### src/rtl/boot_hdr_pkg.sv
package boot_hdr_pkg;
    localparam int unsigned CK_IDX      = 7;
    localparam int unsigned CRP_IDX     = 8;
    localparam int unsigned FIELD_LO    = 10;
    localparam int unsigned FIELD_N     = 5;
    localparam int unsigned FIELD_SEL_W = $clog2(FIELD_N);
    localparam logic [1:0]  DBG_OK      = 2'b10;

    typedef enum logic [1:0] {
        S_WAIT0,
        S_SUM,
        S_CK,
        S_OFF
    } hdr_state_e;
endpackage

### src/rtl/boot_hdr_seq.sv
module boot_hdr_seq
    import boot_hdr_pkg::*;
#(
    parameter int unsigned DATA_W = 32,
    parameter int unsigned IDX_W  = 8
) (
    input  logic              clk,
    input  logic              rst_n,
    input  logic              sop_i,
    input  logic              vld_i,
    input  logic [IDX_W-1:0]  idx_i,
    input  logic [DATA_W-1:0] data_i,
    output logic              eval_o,
    output logic [DATA_W-1:0] ck_o
);
    hdr_state_e        state_q, state_d, state_eff;
    logic [DATA_W-1:0] sum_q, sum_d;
    logic [IDX_W-1:0]  nxt_q, nxt_d;
    logic              seen;

    assign seen = vld_i && (idx_i <= IDX_W'(CRP_IDX));

    always_ff @(posedge clk or negedge rst_n) begin
        if (!rst_n) begin
            state_q <= S_WAIT0;
            sum_q   <= '0;
            nxt_q   <= '0;
        end else begin
            state_q <= state_d;
            sum_q   <= sum_d;
            nxt_q   <= nxt_d;
        end
    end

    always_comb begin
        state_eff = sop_i ? S_WAIT0 : state_q;
        state_d   = state_eff;
        sum_d     = sop_i ? '0 : sum_q;
        nxt_d     = sop_i ? '0 : nxt_q;
        if (seen) begin
            unique case (state_eff)
                S_WAIT0: begin
                    if (idx_i == '0) begin
                        state_d = S_SUM;
                        sum_d   = data_i;
                        nxt_d   = IDX_W'(1);
                    end else begin
                        state_d = S_OFF;
                    end
                end
                S_SUM: begin
                    if (idx_i == nxt_q) begin
                        sum_d = sum_q + data_i;
                        nxt_d = nxt_q + 1'b1;
                        if (nxt_q == IDX_W'(CK_IDX - 1)) state_d = S_CK;
                    end else begin
                        state_d = S_OFF;
                    end
                end
                S_CK:  state_d = S_OFF;
                S_OFF: state_d = S_OFF;
            endcase
        end
    end

    always_comb begin
        eval_o = seen && (state_eff == S_CK) && (idx_i == IDX_W'(CK_IDX));
        ck_o   = '0 - sum_q;
    end
endmodule

### src/rtl/boot_hdr_crp.sv
module boot_hdr_crp
    import boot_hdr_pkg::*;
(
    input  logic [2*FIELD_N-1:0]   fields_i,
    output logic                   bad_o,
    output logic [FIELD_SEL_W-1:0] first_o,
    output logic                   nodebug_o
);
    logic [FIELD_N-1:0] fbad;

    for (genvar k = 0; k < FIELD_N; k++) begin : g_fld
        assign fbad[k] = (fields_i[2*k +: 2] == 2'b00) || (fields_i[2*k +: 2] == 2'b11);
    end

    always_comb begin
        first_o = '0;
        for (int k = FIELD_N - 1; k >= 0; k--) begin
            if (fbad[k]) first_o = FIELD_SEL_W'(k);
        end
    end

    assign bad_o     = |fbad;
    assign nodebug_o = fields_i[2*(FIELD_N-1) +: 2] != DBG_OK;
endmodule

### src/rtl/boot_hdr_check.sv
module boot_hdr_check
    import boot_hdr_pkg::*;
#(
    parameter int unsigned DATA_W = 32,
    parameter int unsigned IDX_W  = 8
) (
    input  logic              clk,
    input  logic              rst_n,
    input  logic              sop_i,
    input  logic              in_valid_i,
    input  logic [IDX_W-1:0]  in_index_i,
    input  logic [DATA_W-1:0] in_data_i,
    input  logic              subst_en_i,
    input  logic              allow_nodebug_i,
    output logic              out_valid_o,
    output logic [DATA_W-1:0] out_data_o,
    output logic              cksum_bad_o,
    output logic              crp_bad_o,
    output logic [2:0]        crp_field_o,
    output logic              nodebug_o,
    output logic              reject_o
);
    logic                   eval;
    logic [DATA_W-1:0]      ck;
    logic                   is_crp, f_bad, f_nodbg;
    logic [FIELD_SEL_W-1:0] f_first;
    logic                   cks_d, crp_d, dbg_d;
    logic [2:0]             fld_d;

    boot_hdr_seq #(.DATA_W(DATA_W), .IDX_W(IDX_W)) u_seq (
        .clk    (clk),
        .rst_n  (rst_n),
        .sop_i  (sop_i),
        .vld_i  (in_valid_i),
        .idx_i  (in_index_i),
        .data_i (in_data_i),
        .eval_o (eval),
        .ck_o   (ck)
    );

    boot_hdr_crp u_crp (
        .fields_i  (in_data_i[FIELD_LO +: 2*FIELD_N]),
        .bad_o     (f_bad),
        .first_o   (f_first),
        .nodebug_o (f_nodbg)
    );

    assign is_crp = in_valid_i && (in_index_i == IDX_W'(CRP_IDX));

    always_comb begin
        cks_d = sop_i ? 1'b0 : cksum_bad_o;
        crp_d = sop_i ? 1'b0 : crp_bad_o;
        dbg_d = sop_i ? 1'b0 : nodebug_o;
        fld_d = sop_i ? 3'd0 : crp_field_o;
        if (eval && (ck != in_data_i)) cks_d = 1'b1;
        if (is_crp) begin
            if (f_bad && !crp_d) fld_d = 3'(f_first);
            crp_d = crp_d | f_bad;
            dbg_d = dbg_d | f_nodbg;
        end
    end

    always_ff @(posedge clk or negedge rst_n) begin
        if (!rst_n) begin
            out_valid_o <= 1'b0;
            out_data_o  <= '0;
            cksum_bad_o <= 1'b0;
            crp_bad_o   <= 1'b0;
            nodebug_o   <= 1'b0;
            crp_field_o <= '0;
        end else begin
            out_valid_o <= in_valid_i;
            if (in_valid_i) out_data_o <= (eval && subst_en_i) ? ck : in_data_i;
            cksum_bad_o <= cks_d;
            crp_bad_o   <= crp_d;
            nodebug_o   <= dbg_d;
            crp_field_o <= fld_d;
        end
    end

    assign reject_o = crp_bad_o || (nodebug_o && !allow_nodebug_i);
endmodule

### config.mk
export PLATFORM = sky130hd
export DESIGN_NAME = boot_hdr_check
export DESIGN_NICKNAME = d
export VERILOG_FILES = /design/src/rtl/boot_hdr_pkg.sv /design/src/rtl/boot_hdr_seq.sv /design/src/rtl/boot_hdr_crp.sv /design/src/rtl/boot_hdr_check.sv
export SDC_FILE = /design/constraint.sdc
export NUM_CORES = 1
export LEC_CHECK = 0
export BUFFER_PORTS_ARGS = -buffer_cell sky130_fd_sc_hd__buf_4
export CORE_ASPECT_RATIO = 2
export CORE_MARGIN = 2
export CORE_UTILIZATION = 30
export DETAILED_ROUTE_END_ITERATION = 8
export PLACE_DENSITY = 0.46
export SYNTH_ARGS = -nofsm -noshare
export SYNTH_HDL_FRONTEND = slang
export SYNTH_SLANG_ARGS = --single-unit
### constraint.sdc
create_clock -name clk -period 3.3 [get_ports clk]
set_input_delay 0.33 -clock clk [delete_from_list [all_inputs] [get_ports clk]]
set_output_delay 0.33 -clock clk [all_outputs]
set_load 0.005 [all_outputs]
# ---- Word-level counts from Yosys, hierarchy flattened
# Cells that the tools add are included.
dict set report word_totals {
  wordCells 86
  inputBits 46
  output_inout_bits 40
  regBits 81
}
dict set report classes {
  add_sub_neg 3
  magnitude_cmp 1
  bitwise 2
  n_reduce_logical 26
  mux 31
  n_eq_ne 14
}
# operator count
set op_table {}
lappend op_table {{2-to-1 mux 32 bit} 5}
lappend op_table {{case mux 32 bit (2 select lines)} 1}
lappend op_table {{adder 32 bit} 1}
lappend op_table {{2-to-1 mux 8 bit} 4}
lappend op_table {{!= test 32 bit} 1}
lappend op_table {{subtractor 1 x 32 -> 32 bit, first input constant} 1}
lappend op_table {{2-to-1 mux 3 bit} 8}
lappend op_table {{== test 8 x 3 -> 1 bit, second input constant} 2}
lappend op_table {{case mux 8 bit (2 select lines)} 1}
lappend op_table {{== test 2 bit, second input constant} 7}
lappend op_table {{zero test 2 bit} 6}
lappend op_table {{2-to-1 mux 2 bit} 5}
lappend op_table {{adder 8 x 1 -> 8 bit, second input constant} 1}
lappend op_table {{== test 8 x 4 -> 1 bit, second input constant} 1}
lappend op_table {{== test 8 bit} 1}
lappend op_table {{less-or-equal comparator 8 x 4 -> 1 bit, second input constant} 1}
lappend op_table {{logical AND 1 bit} 8}
lappend op_table {{zero test 8 bit} 1}
lappend op_table {{logical OR 1 bit} 6}
lappend op_table {{2-to-1 mux 1 bit} 6}
lappend op_table {{case mux 2 bit (3 select lines)} 1}
lappend op_table {{OR reduction 5 bit} 1}
lappend op_table {{== test 2 x 1 -> 1 bit, second input constant} 1}
lappend op_table {{zero test 1 bit} 2}
lappend op_table {{other kinds (4)} 5}

# ---- Depth between registers and ports, before layout
# Gate-level depths: netlist of run 1.
dict set report logic_depth {
  ltp_word 9
  depth_mapped 11
  depth_no_buf 11
}

# ---- Cells and area by module
# A second synthesis of run 1 with hierarchy kept.
dict set report unflattened {
  cells_unflattened 734
  hier_area_um2 6378.6
}
# module instances cells_each area_each_um2 seq_area_each_um2
set modules_own_cells {}
lappend modules_own_cells {boot_hdr_seq 1 509 4167.7 1051.0}
lappend modules_own_cells {boot_hdr_check 1 211 2105.8 975.9}
lappend modules_own_cells {boot_hdr_crp 1 14 105.1 0.0}

# ---- Worst setup path after synthesis of run 1
# Ideal clock, no wire load.
dict set report synth_timing {
  kind {flip-flop to flip-flop}
  from {register u_seq.sum_q[14]}
  to {register cksum_bad_o}
  setup_slack_ps 404
  synth_period_minus_slack_ps 2896
  setup_ps 143
  stages_incl_launch_ff 10
  arrival_time_ps 2753
  required_ps 3157
  n_path_buf 1
  cell_sequence {dfrtp_1 > or4_4 > or4_4 > buf_6 > or2_0 > or4_1 > xor2_1 > xor2_1 > nor2_1 > a31oi_1}
}
dict set report synth_between {
  elab_chain_len 4
  elab_cells_between_ends 5
  classes_between {add/sub: 1; eq/ne: 1; mux: 1; reduce/logical: 2}
}
# item line
set synth_lines {}
lappend synth_lines {{start: declaration} boot_hdr_seq.sv:17} ;# logic [DATA_W-1:0] sum_q, sum_d;
lappend synth_lines {{start signal: assignment} boot_hdr_seq.sv:30} ;# sum_q <= sum_d;
lappend synth_lines {{subtractor 1 x 32 -> 32 bit (*)} boot_hdr_seq.sv:68} ;# ck_o = '0 - sum_q;
lappend synth_lines {{!= test 32 bit (*)} boot_hdr_check.sv:55} ;# if (eval && (ck != in_data_i)) cks_d = 1'b1;
lappend synth_lines {{logical AND 1 bit (*)} boot_hdr_check.sv:55}
lappend synth_lines {{2-to-1 mux 1 bit / nonzero test 2 bit (equally long branches)} --}
lappend synth_lines {{end signal: assignment} boot_hdr_check.sv:74} ;# cksum_bad_o <= cks_d;
lappend synth_lines {{end: declaration} boot_hdr_check.sv:17} ;# output logic cksum_bad_o,
# Every way passes the cells marked *; elsewhere a longest branch is shown, timed or not.
# A chain may end at the register's enable or synchronous reset.

# ---- Final worst setup path of run 1
dict set report layout_timing {
  from {register u_seq.sum_q[12]}
  to {register cksum_bad_o}
}
# Same word-level chain as after synthesis.

==> results of run 1 <==
[worst min-delay path by stage]
stage,startpoint,endpoint,slack [ns]
6_report,in_data_i[0],u_seq.sum_q[0]$_DFF_PN0_,0.24
5_1_grt,in_data_i[2],u_seq.sum_q[2]$_DFF_PN0_,0.25
3_5_place_dp,rst_n,u_seq.sum_q[24]$_DFF_PN0_,0.38
2_1_floorplan,rst_n,cksum_bad_o$_DFFE_PN0P_,0.03
4_1_cts,in_data_i[0],u_seq.sum_q[0]$_DFF_PN0_,0.23
3_3_place_gp,rst_n,u_seq.sum_q[24]$_DFF_PN0_,0.37
[through the flow]
step | total power (µW) | setup slack [ns] | cells | instance area, µm²
after global placement | 1500 | 0.212 | 1222 | 8020
after global routing | 2710 | 0.0107 | 1238 | 8350
after CTS | 2650 | 0.123 | 1238 | 8350
after floorplan | 1250 | 0.404 | 849 | 6820
final | 2610 | 0.205 | 1238 | 8350
after detailed placement | 1500 | 0.135 | 1222 | 8020
[registers in the layout, summed over array words and instances, names as in the netlist]
| register | count |
|---|---|
| out_valid_o | 1 |
| crp_bad_o | 1 |
| out_data_o | 32 |
| u_seq.state_q | 2 |
| cksum_bad_o | 1 |
| u_seq.nxt_q | 8 |
| crp_field_o | 3 |
| u_seq.sum_q | 32 |
| nodebug_o | 1 |
[cell type report]
class	instances	share of cell area [%]
multi-input combinational	707	54.7
inverter	23	1.03
timing repair buffer	132	12.0
clock buffer	9	2.70
sequential	81	24.3
clock inverter	6	1.08
tap	280	4.20
[cells in the mapped netlist (all sizes together) (3+ instances only)]
master / instances
nand4: 18
a311oi: 3
nand2b: 6
nand2: 55
a21o: 16
a221oi: 3
a222oi: 4
nand3: 18
o21a: 7
and2: 7
o21ai: 54
mux2i: 18
o21bai: 5
nor4: 12
nor2: 114
xor2: 39
or2: 6
nor2b: 14
and3: 7
a31oi: 5
nor3b: 4
ha: 35
nand3b: 3
o31a: 5
xnor2: 49
inv: 23
nor3: 26
o211ai: 5
a21oi: 93
a2111oi: 4
a22oi: 20
clkbuf: 36
or4: 8
dfrtp: 81
o31ai: 6
or3: 7
[power groups by stage]
stage | sequential (µW) | clock, µW | combinational [µW]
after global routing | 1060 | 1190 | 462
after global placement | 1070 | 0 | 427
after CTS | 1050 | 1170 | 428
after floorplan | 1070 | 0 | 179
after detailed placement | 1070 | 0 | 425
final | 1050 | 1130 | 423
[placed cells by master, fill, tap and decap left out, types with 3 or more instances in the layout]
cell / instances
a2111oi_0: 3
a21o_1: 16
a21oi_1: 93
a221oi_1: 3
a222oi_1: 4
a22oi_1: 20
a311oi_1: 3
a31oi_1: 5
and2_1: 7
and3_1: 7
buf_4: 130
clkbuf_16: 9
dfrtp_1: 81
ha_1: 35
inv_1: 23
mux2i_1: 18
nand2_1: 54
nand2b_1: 6
nand3_1: 18
nand3b_1: 3
nand4_1: 18
nor2_1: 113
nor2b_1: 14
nor3_1: 26
nor3b_1: 4
nor4_1: 11
o211ai_1: 5
o21a_1: 7
o21ai_0: 54
o21bai_1: 5
o31a_1: 5
o31ai_1: 6
or2_2: 5
or3_1: 7
or4_1: 5
or4_4: 3
xnor2_1: 49
xor2_1: 39
[layer usage]
metal | global-route usage (%) | vias up | share of wire [%]
met5 | 0 | - | 0
met4 | 18.0 | 0 | 8.6
met2 | 43.7 | 187 | 55
met3 | 2.84 | 83 | 2.8
li1 | - | 3299 | -
met1 | 21.2 | 3272 | 33
[worst max-delay path, stage by stage, from the launching register on]
cell and delay [ns]:
dfrtp_1 0.48, or4_4 0.53, or4_4 0.57, nor2_1 0.21
nand3b_1 0.13, xor2_1 0.18, xor2_1 0.17, a2111oi_1 0.53
a31oi_1 0.16
[what timing repair did]
| item | in CTS | in global routing |
|---|---|---|
| hold buffers | 1 | 0 |
| setup buffers | 0 | 0 |
| gates resized for setup | 0 | 1 |
| hold endpoints to repair | 29 | 0 |
| setup endpoints to repair | 0 | 1 |
[cells by family (layout without fill, tap and decap cells)]
family,Yosys count,in the layout,share of synthesized area [%]
mux,18,18,2.64
buf+inv,61,170,3.49
fa+ha+maj,36,36,6.72
compound gates,254,254,23.4
simple gates,309,309,22.1
flops,81,81,29.7
xor+xnor,90,90,12.0
==> flow_metrics.tcl, run 1 <==
set metrics [dict create \
    synth_seq_cells 81 \
    io_pins 86 \
    cp.required_ns 3.52 \
    vias_per_cell 5.53 \
    setup_violations 0 \
    yosysWarnings 0 \
    place_congestion 0.915 \
    n_antenna_cell 0 \
    p_sw_uw 735 \
    syn_nets 931 \
    holdWs_ns 0.241 \
    slew_viol_final 0 \
    multiInputGateArea_um2 4570 \
    core.rowCount 78 \
    run_status "complete, no violations" \
    clk_latency_ns 0.36 \
    internal-power_uw 1870 \
    cp-end-kind "flip-flop" \
    nFillCells 2415 \
    final_core_util_pct 37.0 \
    synth_area_per_cell_um2 8.03 \
    powerDensity_nw_per_um2 312 \
    worstMarginPinSlew_ns 0.734 \
    comb_power_share_pct 16.2 \
    post-route-drc-count 0 \
    groute.usage.overall_pct 22.7 \
    drtAntennaViolNets 0 \
    synthCells 849 \
    finalNetCount 1036 \
    synth_area_um2 6820 \
    grt_pass1_vias 7012 \
    tns_ns 0 \
    endpoint "cksum_bad_o$_DFFE_PN0P_" \
    critPathLaunch "u_seq.sum_q[12]$_DFF_PN0_" \
    drv_cap 0 \
    hold_class "primary input to flip-flop" \
    rrSetupSlack_ns 0.20 \
    start_util_pct 30.2 \
    finalHoldViolations 0 \
    antenna_found_initial 0 \
    die_y_um 217 \
    crit_fanout 8 \
    fin_skew_ns 0.0114 \
    dp_hpwl_mm 21.8 \
    arrival_ns 3.31 \
    drive_above_1_share_pct 16.8 \
    cts.sinks 81 \
    crit_type "flip-flop to flip-flop" \
    async_flop_share_pct 100 \
    path_clk_slew_ns 0.07 \
    die_area_um2 24000 \
    max_freq_mhz 323 \
    io_buffers 85 \
    htree_levels 3 \
    synth_cell_types 66 \
    drt_iter0_markers 297 \
    synth_top_area_cell "dfrtp_1" \
    coreArea_um2 22500 \
    r2r_cells 8 \
    ys_seq_area_share_pct 29.7 \
    grt_first_pass_wirelength_mm 41.2 \
    worstReg2RegEnd "cksum_bad_o$_DFFE_PN0P_" \
    grt_max_degree 67 \
    routed_wl_mm 27.1 \
    p_clk_share_pct 43.4 \
    cts-root-buf "clkbuf_16" \
    cts_inserted_buffers 9 \
    synthFlopType "dfrtp_1" \
    die_w_um 111 \
    regArea_um2 2030 \
    wl_per_cell_um 21.9 \
    seq_power_share_pct 40.4 \
    relSlewSlack_pct 50.4 \
    drtPass1Iterations 9 \
    post-route-period-util_pct 93.8 \
    rr_startpoint "u_seq.sum_q[12]$_DFF_PN0_" \
    rsz0062_at_grt "false" \
    areaGrowthSynthToFinish_pct 22.5 \
    netSwitchingFraction_pct 28.2 \
    via_count 6841 \
    synth_top_area_share_pct 29.7 \
    synthTopCellsByArea "dfrtp_1 30%, a21oi_1 6.8%, ha_1 6.4%" \
    cts_tree "done" \
    ir_drop_mv 0.258 \
    grt_overflow_total 0 \
    whs_path_depth 3 \
    crit_path_start_kind "flip-flop" \
    max-clock-path-buffers 2 \
    p_leak_uw 0.00385 \
    synth-edff-count 0 \
    min_period_ns 3.10 \
]
Power figures use the tool's default switching activity.
==> inputs of run 2 (changes only) <==
==> constraint.sdc (replaced) <==
create_clock -name clk -period 3.3 [get_ports clk]
set_input_delay 0.66 -clock clk [delete_from_list [all_inputs] [get_ports clk]]
set_output_delay 0.66 -clock clk [all_outputs]
set_load 0.005 [all_outputs]
==> flow_metrics.tcl, run 2 (same netlist as run 1, synthesis figures left out) <==
set metrics [dict create \
    rr_startpoint "u_seq.sum_q[19]$_DFF_PN0_" \
    path_clk_slew_ns 0.07 \
    drt_iter0_markers 380 \
    placedInstanceArea_um2 8330 \
    post-route-period-util_pct 95.9 \
    coreArea_um2 22500 \
    ir_drop_mv 0.188 \
    setup_violations 0 \
    hold_buffers 0 \
    comb_power_share_pct 17.0 \
    vias_per_cell 5.53 \
    p_clk_share_pct 42.2 \
    cts_inserted_buffers 9 \
    post-route-drc-count 0 \
    cp.required_ns 3.59 \
    finalNetCount 1074 \
    io_pins 86 \
    areaGrowthSynthToFinish_pct 26.9 \
    final_cells 1277 \
    min_period_ns 3.16 \
    critPathLaunch "u_seq.sum_q[19]$_DFF_PN0_" \
    drv_cap 0 \
    endpoint "cksum_bad_o$_DFFE_PN0P_" \
    p_leak_uw 0.00405 \
    groute.usage.overall_pct 24.0 \
    crit_path_start_kind "flip-flop" \
    die_y_um 217 \
    antenna_found_initial 0 \
    top_regs "out_data_o x32, u_seq.sum_q x32, u_seq.nxt_q x8" \
    routed_wl_mm 28.7 \
    rrSetupSlack_ns 0.14 \
    rsz0062_at_grt "false" \
    final_area_um2 8650 \
    drive_above_1_share_pct 20.5 \
    internal-power_uw 1840 \
    drtPass1Iterations 6 \
    slew_viol_final 0 \
    cts.sinks 81 \
    wl_per_cell_um 22.4 \
    holdWs_ns 0.321 \
    placed_cells 1261 \
    run_status "complete, no violations" \
    mostFrequentLayoutCell "buf_4" \
    io_buffers 85 \
    cp-end-kind "flip-flop" \
    via_count 7067 \
    p_sw_uw 746 \
    core.rowCount 78 \
    relSlewSlack_pct 56.6 \
    clk_latency_ns 0.37 \
    grt_max_degree 67 \
    htree_levels 3 \
    place_congestion 1.05 \
    arrival_ns 3.45 \
    worstMarginPinSlew_ns 0.644 \
    netSwitchingFraction_pct 28.9 \
    powerDensity_nw_per_um2 298 \
    r2r_cells 9 \
    layout_common_cells "168 x buf_4, 112 x nor2_1, 93 x a21oi_1" \
    hold_class "primary input to asynchronous set/reset pin" \
    cts_setup_buffers 0 \
    grt_first_pass_wirelength_mm 43.2 \
    finalHoldViolations 0 \
    start_util_pct 30.2 \
    tns_ns 0 \
    max_freq_mhz 316 \
    drtAntennaViolNets 0 \
    seq_power_share_pct 40.8 \
    cts_tree "done" \
    worstReg2RegEnd "cksum_bad_o$_DFFE_PN0P_" \
    die_w_um 111 \
    max-clock-path-buffers 2 \
    dp_hpwl_mm 22.9 \
    grt_pass1_vias 7263 \
    fin_skew_ns 0.0121 \
    cts-root-buf "clkbuf_16" \
    crit_type "flip-flop to flip-flop" \
    n_antenna_cell 0 \
    crit_fanout 5 \
    final_core_util_pct 38.4 \
    die_area_um2 24000 \
    grt_overflow_total 0 \
]
[run 2: layout make-up]
class,count,area [µm²]
Clock buffer,11,243
Clock inverter,5,63.8
Fill cell,2399,13900
Inverter,23,86.3
Multi-Input combinational cell,707,4580
Sequential cell,81,2030
Tap cell,280,350
Timing Repair Buffer,170,1300
[run 2: worst min path at each step]
stage                     slack (ns)                         to  cells after the start                      from
after global routing            0.36  u_seq.sum_q[16]$_DFF_PN0_                      1                     rst_n
after CTS                       0.33  u_seq.sum_q[16]$_DFF_PN0_                      1                     rst_n
final                           0.32  u_seq.sum_q[16]$_DFF_PN0_                      1                     rst_n
after detailed placement        0.51   crp_field_o[1]$_DFF_PN0_                      2  crp_field_o[1]$_DFF_PN0_
after floorplan                 0.36    cksum_bad_o$_DFFE_PN0P_                      0                     rst_n
after global placement          0.51   crp_field_o[1]$_DFF_PN0_                      2  crp_field_o[1]$_DFF_PN0_
[run 2: layer usage]
layer,wire length [µm],global-route usage (%),vias to the layer above,share of wire [%]
met3,897,3.62,90,3.1
met4,2430,18.6,0,8.5
li1,-,-,3373,-
met1,9630,22.0,3392,34
met2,15700,46.2,212,55
met5,0,0,-,0
[run 2: critical path: stages (launching register included)]
cell and delay, ns:
dfrtp_1 0.38, or4_1 0.67, or4_4 0.52, buf_4 0.18
or2_0 0.22, or4_1 0.49, xor2_1 0.24, xor2_1 0.17
nor2_1 0.07, a31oi_1 0.17
[run 2: repair_timing]
action                                  in CTS  in global routing
endpoints found under the setup margin       0                  1
resized for setup                            0                  5
endpoints found under the hold margin        0                  0
[run 2: power groups by stage]
stage	clock, µW	combinational (µW)	sequential, µW
floorplan	0	179	1070
global placement	0	440	1070
global route	1150	479	1060
detailed placement	0	440	1070
finish	1090	440	1050
CTS	1130	442	1050
[run 2: stage by stage]
step	power [µW]	setup slack, ns
after global placement	1510	0.133
after detailed placement	1510	0.0731
after global routing	2690	0.0114
after floorplan	1250	0.404
final	2580	0.136
after CTS	2620	0.0678
